===== config.mk =====
export PLATFORM = sky130hd
export DESIGN_NAME = edge_delay_unit
export DESIGN_NICKNAME = d
export VERILOG_FILES = /design/src/rtl/edge_delay_unit.sv
export SDC_FILE = /design/constraint.sdc
export NUM_CORES = 1
export LEC_CHECK = 0
export BUFFER_PORTS_ARGS = -buffer_cell sky130_fd_sc_hd__buf_2
export CORE_ASPECT_RATIO = 0.8
export CORE_MARGIN = 2
export CORE_UTILIZATION = 45
export CTS_CLUSTER_SIZE = 12
export DETAILED_ROUTE_END_ITERATION = 6
export PLACE_DENSITY = 0.65
export SLEW_MARGIN = 10
export SYNTH_ARGS = -nofsm -noshare
export SYNTH_HDL_FRONTEND = slang
export SYNTH_SLANG_ARGS = --single-unit

===== constraint.sdc =====
create_clock -name clk -period 11.85 [get_ports clk]
set_input_delay 0.5925 -clock clk [delete_from_list [all_inputs] [get_ports clk]]
set_output_delay 0.5925 -clock clk [all_outputs]
set_load 0.1 [all_outputs]

===== src/rtl/edge_delay_unit.sv =====
module edge_delay_unit #(
  parameter int DW     = 8,
  parameter int TDEPTH = 32
) (
  input  logic          clk,
  input  logic          rst_n,
  input  logic          cfg_we,
  input  logic [2:0]    cfg_addr,
  input  logic [DW-1:0] cfg_val,
  input  logic          cfg_vld,
  input  logic [1:0]    dly_sel,
  input  logic          transport,
  input  logic          din,
  output logic          dout,
  output logic          dx
);
  localparam int PW = DW + 11;
  localparam int LW = $clog2(TDEPTH);
  localparam logic [PW-1:0] DMAX = PW'((1 << DW) - 1);

  function automatic logic [DW-1:0] scl(input logic [DW-1:0] a, input int k);
    logic [PW-1:0] p;
    p = (PW'(a) * PW'(k) + PW'(128)) >> 8;
    return (p > DMAX) ? DW'(DMAX) : DW'(p);
  endfunction

  function automatic logic [3*DW-1:0] derive(input logic [DW-1:0] n, t, x, input logic [2:0] v);
    logic [DW-1:0] dn, dt, dm;
    logic [DW:0]   s;
    s = {1'b0, n} + {1'b0, x} + (DW+1)'(1);
    if (v[1])              dt = t;
    else if (v[0] && v[2]) dt = DW'(s >> 1);
    else if (v[0])         dt = scl(n, 640);
    else if (v[2])         dt = scl(x, 160);
    else                   dt = '0;
    dn = v[0] ? n : scl(dt, 102);
    dm = v[2] ? x : scl(dt, 410);
    return {dm, dt, dn};
  endfunction

  function automatic logic [DW-1:0] pick(input logic [3*DW-1:0] s, input logic [1:0] e);
    case (e)
      2'd1:    return s[DW-1:0];
      2'd3:    return s[3*DW-1:2*DW];
      default: return s[2*DW-1:DW];
    endcase
  endfunction

  logic [DW-1:0] fld [6];
  logic [5:0]    fv;
  logic [1:0]    gdef;
  logic [DW-1:0] thr;
  logic          thr_on;

  always_ff @(posedge clk or negedge rst_n) begin
    if (!rst_n) begin
      for (int i = 0; i < 6; i++) fld[i] <= '0;
      fv     <= '0;
      gdef   <= 2'd2;
      thr    <= '0;
      thr_on <= 1'b0;
    end else if (cfg_we) begin
      if (cfg_addr < 3'd6) begin
        fld[cfg_addr] <= cfg_val;
        fv[cfg_addr]  <= cfg_vld;
      end else if (cfg_addr == 3'd6) begin
        if (cfg_val[1:0] != 2'd0) gdef <= cfg_val[1:0];
      end else begin
        thr    <= cfg_val;
        thr_on <= cfg_vld;
      end
    end
  end

  logic [3*DW-1:0] rset, fset;
  logic [1:0]      eff;
  logic [DW-1:0]   rd, fd, dnew, td;
  logic [LW-1:0]   tix;

  assign rset = derive(fld[0], fld[1], fld[2], fv[2:0]);
  assign fset = derive(fld[3], fld[4], fld[5], fv[5:3]);
  assign eff  = (dly_sel == 2'd0) ? gdef : dly_sel;
  assign rd   = pick(rset, eff);
  assign fd   = pick(fset, eff);
  assign dnew = din ? rd : fd;
  assign td   = (rd > DW'(TDEPTH)) ? DW'(TDEPTH) : rd;
  assign tix  = LW'(td - DW'(1));

  logic [TDEPTH-1:0] line;
  logic              tap;
  assign tap = (td == '0) ? din : line[tix];

  logic          pend, pval, xpend;
  logic [DW-1:0] cnt, age, xcnt, xw;
  logic          commit, alive, onext, tgt, xhit;

  assign commit = pend && (cnt == '0);
  assign alive  = pend && !commit;
  assign onext  = commit ? pval : dout;
  assign tgt    = alive ? pval : onext;
  assign xhit   = thr_on && (age >= thr);

  always_ff @(posedge clk or negedge rst_n) begin
    if (!rst_n) begin
      line  <= '0;
      dout  <= 1'b0;
      dx    <= 1'b0;
      pend  <= 1'b0;
      pval  <= 1'b0;
      cnt   <= '0;
      age   <= '0;
      xpend <= 1'b0;
      xcnt  <= '0;
      xw    <= '0;
    end else begin
      line <= {line[TDEPTH-2:0], din};
      if (transport) begin
        dout  <= tap;
        dx    <= 1'b0;
        pend  <= 1'b0;
        xpend <= 1'b0;
      end else begin
        dout <= onext;
        if (xpend) begin
          if (xcnt == '0) begin
            xpend <= 1'b0;
            dx    <= 1'b1;
            xw    <= xw - DW'(1);
          end else begin
            xcnt <= xcnt - DW'(1);
          end
        end else if (dx) begin
          if (xw == '0) dx <= 1'b0;
          else          xw <= xw - DW'(1);
        end
        if (din != tgt) begin
          if (alive) begin
            pend <= 1'b0;
            if (xhit) begin
              xpend <= 1'b1;
              xcnt  <= cnt - DW'(1);
              xw    <= age;
            end
          end else if (dnew == '0) begin
            dout <= din;
            pend <= 1'b0;
          end else begin
            pend <= 1'b1;
            pval <= din;
            cnt  <= dnew - DW'(1);
            age  <= DW'(1);
          end
        end else if (alive) begin
          cnt <= cnt - DW'(1);
          age <= age + DW'(1);
        end else begin
          pend <= 1'b0;
        end
      end
    end
  end

  always_comb begin
    if (rst_n && fv[2:0] == 3'b010)
      assert_rise_order_R4: assert (rset[DW-1:0] <= rset[2*DW-1:DW] && rset[2*DW-1:DW] <= rset[3*DW-1:2*DW]);
  end

  assert_dflt_nonzero_R3: assert property (@(posedge clk) disable iff (!rst_n) gdef != 2'd0);
  assert_marker_source_R9: assert property (@(posedge clk) disable iff (!rst_n) $rose(dx) |-> $past(xpend));
  assert_transport_clean_R10: assert property (@(posedge clk) disable iff (!rst_n) $past(transport) |-> (!dx && !pend));
endmodule


==> flow_summary.ini <==
[sta]
max_slew_margin_pct = 35.8
period_minus_slack_ns = 10.95
finClkSkew_ns = 0.0115
fin_crit_sh_pct = 92.4
finalWorstSetupSlack_ns = 0.902
whs_ns = 0.150
slew_violations = 0
clock.fmax_mhz = 91.3
setup_tns_ns = 0
rsz0062_at_grt = no
worst_pin_slew_ns = 0.964
hold_violations = 0
setup_viol = 0

[drt]
wl_microns = 40000
post-route-drc-count = 0
ant_nets = 0
dr.pass1.iters = 5
first_iter_violations = 1046
vias = 12337
wire_per_inst_microns = 19.0
routed_via_density = 5.86

[setup_path]
crit_path_end_kind = register
cpLargestDelayFamily = adder cells
max_stage_delay_ns = 0.72
cp_common_cell = ha_1
required_ns = 12.17
cp-start-kind = register
crit_fanout = 8
cp.arrival_ns = 11.27
cp_slowest_cell = fa_1
setup.worst_path.class = reg -> reg
path_buf_inv = 1

[synthesis]
ys_warn_count = 0
synth_fa_ha_area_share_pct = 20.3
synth_area_sq_um = 14800
syn_area_per_cell_sq_um = 8.92
synthCells = 1662
muxShareOfSynthArea_pct = 7.01
synth-simple-area-share_pct = 15.9
synth_cell_type_count = 122
ys_async_sr_fraction_pct = 100
ys_dominant_reg_cell = dfrtp_1
mappedNetlistNets = 1899
synth_compound_area_share_pct = 20.1
synth_top_family_by_area = adder cells
yosys.area_share.xor_xnor_pct = 7.90
synth-seq-cells = 134
synth_edf_count = 0
synth.yosys.seq_area_share_pct = 22.6

[die]
start_util_pct = 45.6
die_y_microns = 166
coreArea_sq_um = 32500
fp.dieArea_sq_um = 34400
design.portCount = 21
dieWidth_microns = 207
fp-row-count = 59

[global_route]
antenna_found_initial = 3
grt_pass1_wl_microns = 64800
grt_pass1_vias = 11937
grt_start_max_net_pins = 71
grt_overflow = 0
track_usage_pct = 23.8

[clock_network]
h-tree-depth = 4
clock-root-buffer = clkbuf_16
clock_latency_ns = 0.44
ctsHoldBuffers = 0
cts_buffer_depth = 2
cts_buffers = 17
cts_tree = done
cts_sinks = 134
clk_pin_slew_ns = 0.06

[worst_hold_path]
hp-class = in -> async

[final_layout]
synthToLayoutAreaGrowth_pct = 7.50
instances_no_fill = 2104
nets = 1899
drive_gt1_share_pct = 12.1
fill_cells = 3059
multiInputGateArea_sq_um = 10600
area.sequential_sq_um = 3350

[run]
drv_cap = 0

[placed_design]
io_buffers = 20
dp_cells = 2068
place_ws_ns = 0.492
dp_hpwl_microns = 31400
gp_congestion = 0.958

[outcome]
outcome = finished clean
-- sequential cells by signal (all words and copies together) (netlist names), 2 cells and up --
name	cells
fld	48
line	32
age	8
cnt	8
thr	8
xcnt	8
xw	8
fv	6
gdef	2
-- synth_stat cells, drive strengths merged, types with 10 or more instances --
cell	instances	area (sq um)
a211oi	26	215
a21o	25	190
a21oi	102	522
a221o	10	104
a31oi	15	115
and2	10	65.1
clkbuf	47	226
dfrtp	133	3330
fa	37	741
ha	181	2260
inv	167	629
mux2	61	691
mux2i	16	160
nand2	110	413
nand2b	25	159
nand3	41	205
nand4	15	93.8
nor2	93	352
nor2b	19	119
nor3	33	193
nor3b	13	103
o21a	17	129
o21ai	103	515
o21bai	10	78.8
o22ai	13	81.3
o31ai	10	88.8
or2	10	67.6
or3	12	76.3
xnor2	91	812
xor2	41	359
-- what timing repair did --
action / in CTS / in global routing
endpoints found under the setup margin: 0 / 1
setup buffers: 0 / 2
gates resized for setup: 0 / 2
-- per-stage QoR --
| stage | cell area, sq um | util, % |
|---|---|---|
| floorplan | 14800 | - |
| CTS | 15900 | 49.0 |
| finish | 15900 | 49.0 |
| global placement | 15300 | 47.1 |
| global route | 15900 | 49.0 |
| detailed placement | 15300 | 47.1 |
-- placed cells by master (no fill, tap or decap), drive strengths merged, types with 12 or more instances in the layout --
| cell type | instances |
|---|---|
| mux2 | 61 |
| o21ai | 103 |
| nor3b | 13 |
| o21a | 17 |
| clkbuf | 21 |
| a21o | 25 |
| fa | 37 |
| a21oi | 102 |
| nand3 | 41 |
| nand2b | 25 |
| nor2 | 93 |
| ha | 181 |
| dfrtp | 133 |
| mux2i | 16 |
| xnor2 | 91 |
| xor2 | 41 |
| nor3 | 33 |
| inv | 168 |
| o22ai | 13 |
| or3 | 12 |
| a31oi | 15 |
| buf | 35 |
| nand4 | 15 |
| a211oi | 26 |
| nor2b | 19 |
| nand2 | 110 |
-- routing by layer --
metal	up-vias	global-route usage [%]	routed length (microns)
li1	6006	-	-
met1	5927	36.7	20100
met2	362	34.0	16700
met3	40	4.30	2510
met4	2	6.01	754
met5	-	0	13
-- final cells by class --
class	instances	share of cell area [%]
multi-input combinational	1306	66.4
clock buffer	21	2.89
inverter	168	3.97
antenna	2	0.0314
sequential	134	21.1
tap	427	3.35
timing repair buffer	35	1.37
clock inverter	11	0.935
-- path summary, 6_finish.rpt --
kind                       endpoint  cells past startpoint  slack [ns]     start
setup / recovery               dout                     40        0.90   fld[41]
hold / removal                xw[6]                      1        0.15     rst_n
setup reg to reg               dout                     40        0.90   fld[41]
hold reg to reg            line[19]                      0        0.37  line[18]
max in group asynchronous   fld[40]                      2       10.37     rst_n
min in group clk           line[19]                      0        0.37  line[18]
-- cell families after synthesis --
group / after synthesis
buf+inv: 222
flops: 134
mux: 85
compound gates: 432
simple gates: 438
xor+xnor: 132
fa+ha+maj: 219
Power is left out: the tool's default activity adds up to more than one toggle a clock period on the data nets, which glitch-free logic cannot reach.
